### config.mk
export PLATFORM = sky130hd
export DESIGN_NAME = flash_cmd_decoder
export DESIGN_NICKNAME = d
export VERILOG_FILES = /design/src/rtl/flash_cmd_pkg.sv /design/src/rtl/flash_cmd_strobe_filter.sv /design/src/rtl/flash_cmd_match.sv /design/src/rtl/flash_cmd_seq.sv /design/src/rtl/flash_cmd_decoder.sv
export SDC_FILE = /design/constraint.sdc
export NUM_CORES = 1
export LEC_CHECK = 0
export BUFFER_PORTS_ARGS = -buffer_cell sky130_fd_sc_hd__buf_2
export CAP_MARGIN = 20
export CORE_AREA = 2 2 85 87
export DETAILED_ROUTE_END_ITERATION = 8
export DIE_AREA = 0 0 87 89
export MAX_ROUTING_LAYER = met4
export PLACE_DENSITY = 0.77
export REMOVE_ABC_BUFFERS = 1
export SETUP_SLACK_MARGIN = 0.1
export SLEW_MARGIN = 0
export SYNTH_ARGS = -nofsm -noshare
export SYNTH_HDL_FRONTEND = slang
export SYNTH_SLANG_ARGS = --single-unit
### constraint.sdc
create_clock -name clk -period 2.1 [get_ports clk]
set_input_delay 0.105 -clock clk [delete_from_list [all_inputs] [get_ports clk]]
set_output_delay 0.105 -clock clk [all_outputs]
set_load 0.1 [all_outputs]
### src/rtl/flash_cmd_pkg.sv
package flash_cmd_pkg;

    typedef enum logic [2:0] {
        OP_NONE   = 3'd0,
        OP_PROG   = 3'd1,
        OP_CHIP   = 3'd2,
        OP_SECT   = 3'd3,
        OP_SUSP   = 3'd4,
        OP_RESUME = 3'd5
    } op_e;

    typedef enum logic [1:0] {
        MD_READ = 2'd0,
        MD_CMD  = 2'd1,
        MD_BUSY = 2'd2,
        MD_SUSP = 2'd3
    } mode_e;

    typedef enum logic [3:0] {
        ST_READ,
        ST_UNL1,
        ST_UNL2,
        ST_PGM_ARM,
        ST_ERS_ARM,
        ST_ERS_UNL1,
        ST_ERS_UNL2,
        ST_PGM_BUSY,
        ST_ERS_BUSY,
        ST_ERS_SUSP
    } seq_st_e;

    localparam logic [7:0]  KEY_FIRST   = 8'hAA;
    localparam logic [7:0]  KEY_SECOND  = 8'h55;
    localparam logic [7:0]  CODE_WRITE  = 8'hA0;
    localparam logic [7:0]  CODE_ERASE  = 8'h80;
    localparam logic [7:0]  CODE_WHOLE  = 8'h10;
    localparam logic [7:0]  CODE_SECTOR = 8'h30;
    localparam logic [7:0]  CODE_PAUSE  = 8'hB0;
    localparam logic [7:0]  CODE_ABORT  = 8'hF0;
    localparam logic [11:0] KEY_ADDR_HI = 12'h555;
    localparam logic [11:0] KEY_ADDR_LO = 12'h2AA;

    typedef struct packed {
        logic at_hi;
        logic at_lo;
        logic d_first;
        logic d_second;
        logic d_write;
        logic d_erase;
        logic d_whole;
        logic d_sector;
        logic d_pause;
        logic d_abort;
    } cyc_class_t;

    function automatic mode_e mode_of(seq_st_e s);
        case (s)
            ST_READ:                   return MD_READ;
            ST_PGM_BUSY, ST_ERS_BUSY:  return MD_BUSY;
            ST_ERS_SUSP:               return MD_SUSP;
            default:                   return MD_CMD;
        endcase
    endfunction

endpackage

### src/rtl/flash_cmd_strobe_filter.sv
module flash_cmd_strobe_filter
    import flash_cmd_pkg::*;
#(
    parameter int ADDR_W    = 21,
    parameter int DATA_W    = 16,
    parameter int MIN_PULSE = 3
) (
    input  logic              clk,
    input  logic              rst,
    input  logic              stb,
    input  logic [ADDR_W-1:0] addr,
    input  logic [DATA_W-1:0] data,
    output logic              cyc_vld,
    output logic [ADDR_W-1:0] cyc_addr,
    output logic [DATA_W-1:0] cyc_data
);
    localparam int CNT_W = $clog2(MIN_PULSE + 1);
    localparam logic [CNT_W-1:0] CNT_TAKE = CNT_W'(MIN_PULSE - 1);
    localparam logic [CNT_W-1:0] CNT_SAT  = CNT_W'(MIN_PULSE);

    logic [CNT_W-1:0] hi_cnt;
    logic             take;

    assign take = stb && (hi_cnt == CNT_TAKE);

    always_ff @(posedge clk) begin
        if (rst) begin
            hi_cnt   <= '0;
            cyc_vld  <= 1'b0;
            cyc_addr <= '0;
            cyc_data <= '0;
        end else begin
            cyc_vld <= take;
            if (!stb)
                hi_cnt <= '0;
            else if (hi_cnt != CNT_SAT)
                hi_cnt <= hi_cnt + 1'b1;
            if (take) begin
                cyc_addr <= addr;
                cyc_data <= data;
            end
        end
    end

    // A held strobe yields one accepted cycle only
    assert_one_cycle_per_strobe_R11: assert property (@(posedge clk) disable iff (rst)
        cyc_vld |=> !cyc_vld);
    // An accepted cycle follows a strobe seen high
    assert_cycle_needs_strobe_R11: assert property (@(posedge clk) disable iff (rst)
        cyc_vld |-> $past(stb));
endmodule

### src/rtl/flash_cmd_match.sv
module flash_cmd_match
    import flash_cmd_pkg::*;
#(
    parameter int ADDR_W = 21
) (
    input  logic [ADDR_W-1:0] addr,
    input  logic [7:0]        code,
    output cyc_class_t        cls
);
    localparam logic [ADDR_W-1:0] A_HI = ADDR_W'(KEY_ADDR_HI);
    localparam logic [ADDR_W-1:0] A_LO = ADDR_W'(KEY_ADDR_LO);

    always_comb begin
        cls.at_hi    = (addr == A_HI);
        cls.at_lo    = (addr == A_LO);
        cls.d_first  = (code == KEY_FIRST);
        cls.d_second = (code == KEY_SECOND);
        cls.d_write  = (code == CODE_WRITE);
        cls.d_erase  = (code == CODE_ERASE);
        cls.d_whole  = (code == CODE_WHOLE);
        cls.d_sector = (code == CODE_SECTOR);
        cls.d_pause  = (code == CODE_PAUSE);
        cls.d_abort  = (code == CODE_ABORT);
    end
endmodule

### src/rtl/flash_cmd_seq.sv
module flash_cmd_seq
    import flash_cmd_pkg::*;
#(
    parameter int ADDR_W = 21,
    parameter int DATA_W = 16
) (
    input  logic              clk,
    input  logic              rst,
    input  logic              cyc_vld,
    input  cyc_class_t        cls,
    input  logic [ADDR_W-1:0] cyc_addr,
    input  logic [DATA_W-1:0] cyc_data,
    input  logic              alg_done,
    output logic              op_start,
    output op_e               op_code,
    output logic [ADDR_W-1:0] op_addr,
    output logic [DATA_W-1:0] op_data,
    output mode_e             mode
);
    seq_st_e st, st_nxt;
    logic    go;
    op_e     go_code;

    always_comb begin
        st_nxt  = st;
        go      = 1'b0;
        go_code = OP_NONE;
        case (st)
            ST_READ:
                if (cyc_vld && cls.d_first && cls.at_hi) st_nxt = ST_UNL1;
            ST_UNL1:
                if (cyc_vld) st_nxt = (cls.d_second && cls.at_lo) ? ST_UNL2 : ST_READ;
            ST_UNL2:
                if (cyc_vld) begin
                    if (cls.d_write && cls.at_hi)      st_nxt = ST_PGM_ARM;
                    else if (cls.d_erase && cls.at_hi) st_nxt = ST_ERS_ARM;
                    else                               st_nxt = ST_READ;
                end
            ST_PGM_ARM:
                if (cyc_vld) begin
                    go = 1'b1; go_code = OP_PROG; st_nxt = ST_PGM_BUSY;
                end
            ST_ERS_ARM:
                if (cyc_vld) st_nxt = (cls.d_first && cls.at_hi) ? ST_ERS_UNL1 : ST_READ;
            ST_ERS_UNL1:
                if (cyc_vld) st_nxt = (cls.d_second && cls.at_lo) ? ST_ERS_UNL2 : ST_READ;
            ST_ERS_UNL2:
                if (cyc_vld) begin
                    if (cls.d_whole && cls.at_hi) begin
                        go = 1'b1; go_code = OP_CHIP; st_nxt = ST_ERS_BUSY;
                    end else if (cls.d_sector) begin
                        go = 1'b1; go_code = OP_SECT; st_nxt = ST_ERS_BUSY;
                    end else begin
                        st_nxt = ST_READ;
                    end
                end
            ST_PGM_BUSY:
                if (alg_done) st_nxt = ST_READ;
            ST_ERS_BUSY:
                if (alg_done) st_nxt = ST_READ;
                else if (cyc_vld && cls.d_pause) begin
                    go = 1'b1; go_code = OP_SUSP; st_nxt = ST_ERS_SUSP;
                end
            ST_ERS_SUSP:
                if (cyc_vld && cls.d_sector) begin
                    go = 1'b1; go_code = OP_RESUME; st_nxt = ST_ERS_BUSY;
                end
            default: st_nxt = ST_READ;
        endcase
    end

    always_ff @(posedge clk) begin
        if (rst) begin
            st       <= ST_READ;
            op_start <= 1'b0;
            op_code  <= OP_NONE;
            op_addr  <= '0;
            op_data  <= '0;
        end else begin
            st       <= st_nxt;
            op_start <= go;
            if (go) begin
                op_code <= go_code;
                op_addr <= cyc_addr;
                op_data <= cyc_data;
            end
        end
    end

    assign mode = mode_of(st);

    // Start pulses last one cycle
    assert_start_single_R2: assert property (@(posedge clk) disable iff (rst)
        op_start |=> !op_start);
    // A program start leaves the decoder busy
    assert_prog_busy_R2: assert property (@(posedge clk) disable iff (rst)
        (op_start && op_code == OP_PROG) |-> mode == MD_BUSY);
    // Suspend enters suspended mode
    assert_suspend_mode_R5: assert property (@(posedge clk) disable iff (rst)
        (op_start && op_code == OP_SUSP) |-> mode == MD_SUSP);
    // From suspended, only a resume may start
    assert_resume_only_R6: assert property (@(posedge clk) disable iff (rst)
        (op_start && $past(mode) == MD_SUSP) |-> op_code == OP_RESUME);
    // Done ends a running algorithm
    assert_done_ends_R7: assert property (@(posedge clk) disable iff (rst)
        (mode == MD_BUSY && alg_done) |=> mode == MD_READ);
    // No pulse straight out of read-array mode
    assert_no_start_from_read_R9: assert property (@(posedge clk) disable iff (rst)
        op_start |-> $past(mode) != MD_READ);
    // While busy, only a suspend can start anything
    assert_busy_lockout_R10: assert property (@(posedge clk) disable iff (rst)
        (op_start && $past(mode) == MD_BUSY) |-> op_code == OP_SUSP);
endmodule

### src/rtl/flash_cmd_decoder.sv
module flash_cmd_decoder
    import flash_cmd_pkg::*;
#(
    parameter int ADDR_W    = 21,
    parameter int DATA_W    = 16,
    parameter int MIN_PULSE = 3
) (
    input  logic              clk,
    input  logic              rst,
    input  logic              wr_stb,
    input  logic [ADDR_W-1:0] wr_addr,
    input  logic [DATA_W-1:0] wr_data,
    input  logic              alg_done,
    output logic              op_start,
    output logic [2:0]        op_code,
    output logic [ADDR_W-1:0] op_addr,
    output logic [DATA_W-1:0] op_data,
    output logic [1:0]        mode
);
    logic              cyc_vld;
    logic [ADDR_W-1:0] cyc_addr;
    logic [DATA_W-1:0] cyc_data;
    cyc_class_t        cls;
    op_e               code_q;
    mode_e             mode_q;

    flash_cmd_strobe_filter #(
        .ADDR_W(ADDR_W), .DATA_W(DATA_W), .MIN_PULSE(MIN_PULSE)
    ) u_filter (
        .clk(clk), .rst(rst), .stb(wr_stb), .addr(wr_addr), .data(wr_data),
        .cyc_vld(cyc_vld), .cyc_addr(cyc_addr), .cyc_data(cyc_data)
    );

    flash_cmd_match #(.ADDR_W(ADDR_W)) u_match (
        .addr(cyc_addr), .code(cyc_data[7:0]), .cls(cls)
    );

    flash_cmd_seq #(.ADDR_W(ADDR_W), .DATA_W(DATA_W)) u_seq (
        .clk(clk), .rst(rst), .cyc_vld(cyc_vld), .cls(cls),
        .cyc_addr(cyc_addr), .cyc_data(cyc_data), .alg_done(alg_done),
        .op_start(op_start), .op_code(code_q), .op_addr(op_addr),
        .op_data(op_data), .mode(mode_q)
    );

    assign op_code = code_q;
    assign mode    = mode_q;
endmodule

After elaboration in Yosys (flattened, before gate mapping). Index checks and enable logic that the tools add are counted.

Memory bits (read-only): 0. Register bits: 85. Input port bits: 41. Bits in latches: 0. RAM bits: 0. Memories kept: 0.

Div/mod/pow operators: 0. Muxes and demuxes: 36. Equal/unequal tests: 30. Order comparisons: 0. $mul: 0. Bitwise logic cells: 1. Shifts and indexed selects: 0. Add/subtract/negate cells: 1. Reductions and logical operators: 14.

Operators with widths (count): two-way mux 4 bit (14); case mux 4 bit (10 select lines) (1); == test 8 bit, second input constant (4); two-way mux 3 bit (8); == test 21 x 10 -> 1 bit, second input constant (1); == test 21 x 11 -> 1 bit, second input constant (1); == test 4 x 3 -> 1 bit, second input constant (4); != test 2 bit, second input constant (8); case mux 3 bit (4 select lines) (1); logical AND 1 bit (10); AND reduction 10 bit (1); == test 4 x 2 -> 1 bit, second input constant (2); == test 4 bit, second input constant (2); == test 8 x 5 -> 1 bit, second input constant (1); == test 8 x 6 -> 1 bit, second input constant (1); == test 8 x 7 -> 1 bit, second input constant (1); two-way mux 1 bit (8); case mux 2 bit (3 select lines) (1); == test 4 x 1 -> 1 bit, second input constant (1); zero test 4 bit (1); two-way mux 2 bit (2); != test 2 x 1 -> 1 bit, second input constant (2); case mux 1 bit (4 select lines) (1); OR reduction 2 bit (2); other kinds (4) (4).

Longest topological paths before layout.
Depth in word-level cells: 6. Mapped depth: 8.

Modules after synthesis. Synthesis repeated with hierarchy kept, for this count alone.

Cells, all modules: 424. Area total of the unflattened synthesis: 4052.6 um^2.

Modules (own cells, without submodules): flash_cmd_seq (cells each 208, area each 2037.0 um^2, instances 1); flash_cmd_strobe_filter (cells each 182, area each 1804.2 um^2, instances 1); flash_cmd_match (cells each 34, area each 211.5 um^2, instances 1).

Worst setup path after synthesis. OpenSTA, ideal clock, no wires.

Path type: register to output. Start: reg u_seq.st[0]. End: out mode[1]. Arrival time: 2.848 ns. Path slack: -0.853 ns. Stages on the path, launching flop included: 4. Cell sequence: dfxtp_1 -> buf_2 -> inv_1 -> o31ai_1.

Cells in the longest elaborated chain, start to end: 3. Elaborated cells between the ends (all ways): 6.

RTL lines: start, declared (RTL line flash_cmd_seq.sv:20) `seq_st_e st, st_nxt;`; start signal, assigned (RTL line flash_cmd_seq.sv:80) `st <= st_nxt;`; == test 4 x 3 -> 1 bit or == test 4 bit (tied branches) (RTL line flash_cmd_pkg.sv:57) `case (s)`; OR reduction 2 bit (RTL line flash_cmd_pkg.sv:57); case mux 2 bit (3 select lines) (*) (RTL line flash_cmd_pkg.sv:57); end, declared (RTL line flash_cmd_decoder.sv:18) `output logic [1:0] mode`.

Mark *: on every way between the ends. The rest lies on a longest branch, timed or not.

Worst setup path in the final report.
Start: reg u_seq.st[0]. End: reg u_seq.op_addr[3].

Cells in the longest elaborated chain, start to end: 2. Elaborated cells between the ends (all ways): 5.

RTL lines: == test 4 bit, or another cell as far along (RTL line flash_cmd_seq.sv:28) `case (st)`; case mux 1 bit (4 select lines) (*) (RTL line flash_cmd_seq.sv:28); end signal, assigned (RTL line flash_cmd_seq.sv:84) `op_addr <= cyc_addr;`; end, declared (RTL line flash_cmd_seq.sv:16) `output logic [ADDR_W-1:0] op_addr,`.

Marks and branches as above. A chain may end at the register's enable or synchronous reset.

==> impl_metrics.toml <==
[outcome]
outcome = "finished clean"

[timing]
fin_hold_ws_ps = 7.38
hold_viol_final = 0
finalSetupViolations = 0
tightest_slew_ps = 496
maxSlewViolCount = 0
fin_crit_sh = 0.906
fin_tns_setup_ps = 0
max-slew-margin-rel = 0.670
fin_crit_ps = 1900
clock.fmax_ghz = 0.525
rsz0062_at_grt = "true"
finClkSkew_ps = 8.06

[power]
p_leak_nw = 2.07
pwr-share-seq = 0.573
p_comb_frac = 0.052
ir_worst_vdd_v = 0.000538
power_frac_clock = 0.375
p_switching_mw = 0.685
powerDensity_nw_per_um2 = 631
switching_share = 0.240
p_int_mw = 2.17

[floorplan]
dieArea_um2 = 7740
die_w_um = 87
rows = 30
die_height_um = 89
ios = 84
start_util = 0.525
coreArea_um2 = 6720

[cts]
htreeDepth = 3
clk_pin_slew_ps = 90
clk_latency_ps = 340
numCtsBuffers = 9
clockBufferDepth = 2
cts_tree = "yes"
ctsRootBufferMaster = "clkbuf_8"
cts_sinks = 85

[synth]
ys_ff_latch = 85
async_flop_share = 0
synth_top_area_frac = 0.483
synth_flop_cell = "dfxtp_1"
synth.avg_cell_area_um2 = 8.66
synth_largest_area_cell = "dfxtp_1"
synth_cell_types = 48
synth_edf_count = 0
synth_sequential_area_ratio = 0.483
postSynthCellCount = 407
synth_area_um2 = 3520
ys.warnings.count = 0
synthTopCellsByArea = "dfxtp_1, mux2i_1, nand2_1"

[detailed_routing]
vias = 3202
drt_wl_total_um = 8530
drc = 0
drt_iter0_markers = 196
avgViaCountPerCell = 5.37
wl_per_cell_um = 14.3
ant_nets = 0
first_pass_iters = 5

[setup_path]
max_stage_delay_ps = 460
cp-startpoint = "u_seq.st[0]"
crit_type = "reg -> reg"
crit_slowest_cell = "dfxtp_2"
cp_common_cell = "nor2_1"
crit_chain = "nor2_1, mux2i_2, o31ai_4, a22oi_2, buf_4, buf_6, mux2i_1, nor2_1"
worst_path_dominant_cell_family = "multiplexers"
crit_arrival_ps = 2130
cp.required_ps = 2330
r2r-start = "u_seq.st[0]"
critPathBufInv = 2
critPathLaunchType = "register"
worstSetupEndpointType = "register"
worstPathMaxFanout = 17

[layout]
final_area_um2 = 4530
syn_to_final_growth_pct = 28.5
diodes = 0
drive_above_1_share = 0.256
fin_nets = 554

[hold_path]
hp-class = "in -> reg"
hp-start = "wr_data[10]"

[placed_design]
dpl.hpwl_um = 5450
io_buffers = 83
gp_congestion = 0.936
postPlaceCellArea_um2 = 4020

[grt]
grt_util_all_layers = 0.224
grt_max_degree = 39
grt_pass1_wl_um = 13500
grt_pass1_vias = 2976
antenna_found_initial = 0
grt_remaining_overflow = 0

[flow_run]
drv_cap = 0
[metrics by stage]
stage | util | setup WS [ps] | cells | total power [mW]
global placement | 0.598 | 202 | 553 | 1.78
global route | 0.674 | 60.3 | 596 | 2.97
floorplan | - | -873 | 381 | 1.70
CTS | 0.655 | 131 | 589 | 2.86
finish | 0.674 | 197 | 596 | 2.86
detailed placement | 0.598 | 152 | 553 | 1.79
[cell type report]
| cell class | instances | area (µm²) |
|---|---|---|
| Fill cell | 539 | 2190 |
| Multi-Input combinational cell | 293 | 1750 |
| Sequential cell | 85 | 1710 |
| Timing Repair Buffer | 119 | 778 |
| Clock buffer | 10 | 138 |
| Tap cell | 80 | 100 |
| Clock inverter | 6 | 46.3 |
| Inverter | 3 | 11.3 |
[synthesized netlist by cell type, types with 3 or more instances]
master	n
buf_1	4
and2_1	3
o21ai_0	3
nor2b_1	4
nand2b_1	3
and4bb_1	3
clkbuf_1	13
a21oi_1	42
inv_1	3
buf_2	6
nor3_1	5
mux2i_1	38
dfxtp_1	85
nor2_1	55
nand2_1	87
nand4_1	8
buf_4	3
[flip-flops by register name (all words and copies together) (netlist names)]
name / cells
u_filter.cyc_addr: 21
u_seq.op_data: 16
u_filter.hi_cnt: 2
u_seq.op_start: 1
u_filter.cyc_vld: 1
u_seq.st: 4
u_seq.op_code: 3
u_filter.cyc_data: 16
u_seq.op_addr: 21
[cell families after synthesis]
logic type / share of synthesized area
flops: 0.483
mux: 0.111
buf+inv: 0.0362
fa+ha+maj: 0.00710
simple gates: 0.261
xor+xnor: 0.00249
compound gates: 0.0990
[power groups by stage]
stage                     combinational [mW]  clock, mW  sequential (mW)
after floorplan                       0.0357          0             1.67
after global placement                 0.112          0             1.67
after detailed placement               0.113          0             1.67
after CTS                              0.142       1.09             1.63
after global routing                   0.164       1.17             1.64
final                                  0.149       1.07             1.64
[what timing repair did]
action,in CTS,in global routing
endpoints found under the setup margin,0,41
resized for setup,0,15
setup buffers,0,3
hold buffers,20,2
hold endpoints to repair,20,2
[routing by layer]
metal  vias up  track usage  wire length (µm)
met5         -            -                 0
met4         0       0.0582               108
met3        10       0.0554               486
met2        99        0.364              4120
met1      1502        0.282              3820
li1       1591            -                 -
[worst min-delay path, cell delays in order]
cell	delay, ps
buf_2	90
nand2_1	40
a21oi_1	60
[cell usage in the layout (no fill, tap or decap), types with 2 or more instances in the layout]
cell type,instances
and2_1,3
mux2i_1,37
nand4_1,8
inv_1,3
or3_1,2
dfxtp_1,79
a22oi_1,2
nand4b_1,2
buf_2,83
clkbuf_8,10
buf_6,2
nor3_1,5
and4bb_1,3
a21oi_1,42
nand2b_1,3
o2bb2ai_1,2
nor2b_1,4
nand3b_1,2
inv_6,2
dfxtp_2,6
nor2_1,54
nand3_1,2
nor4bb_1,2
ha_1,2
nor4_1,2
buf_4,10
dlygate4sd3_1,22
clkinvlp_4,2
o21ai_0,3
nor4_4,2
nand2_1,87
[final timing paths]
kind | end | slack, ps | depth (start not counted)
setup / recovery | u_seq.op_addr[3] | 200 | 8
hold reg to reg | u_seq.op_code[1] | 450 | 2
hold / removal | u_filter.cyc_data[10] | 7 | 3
setup reg to reg | u_seq.op_addr[3] | 200 | 8
(Power assumes the default switching activity.)
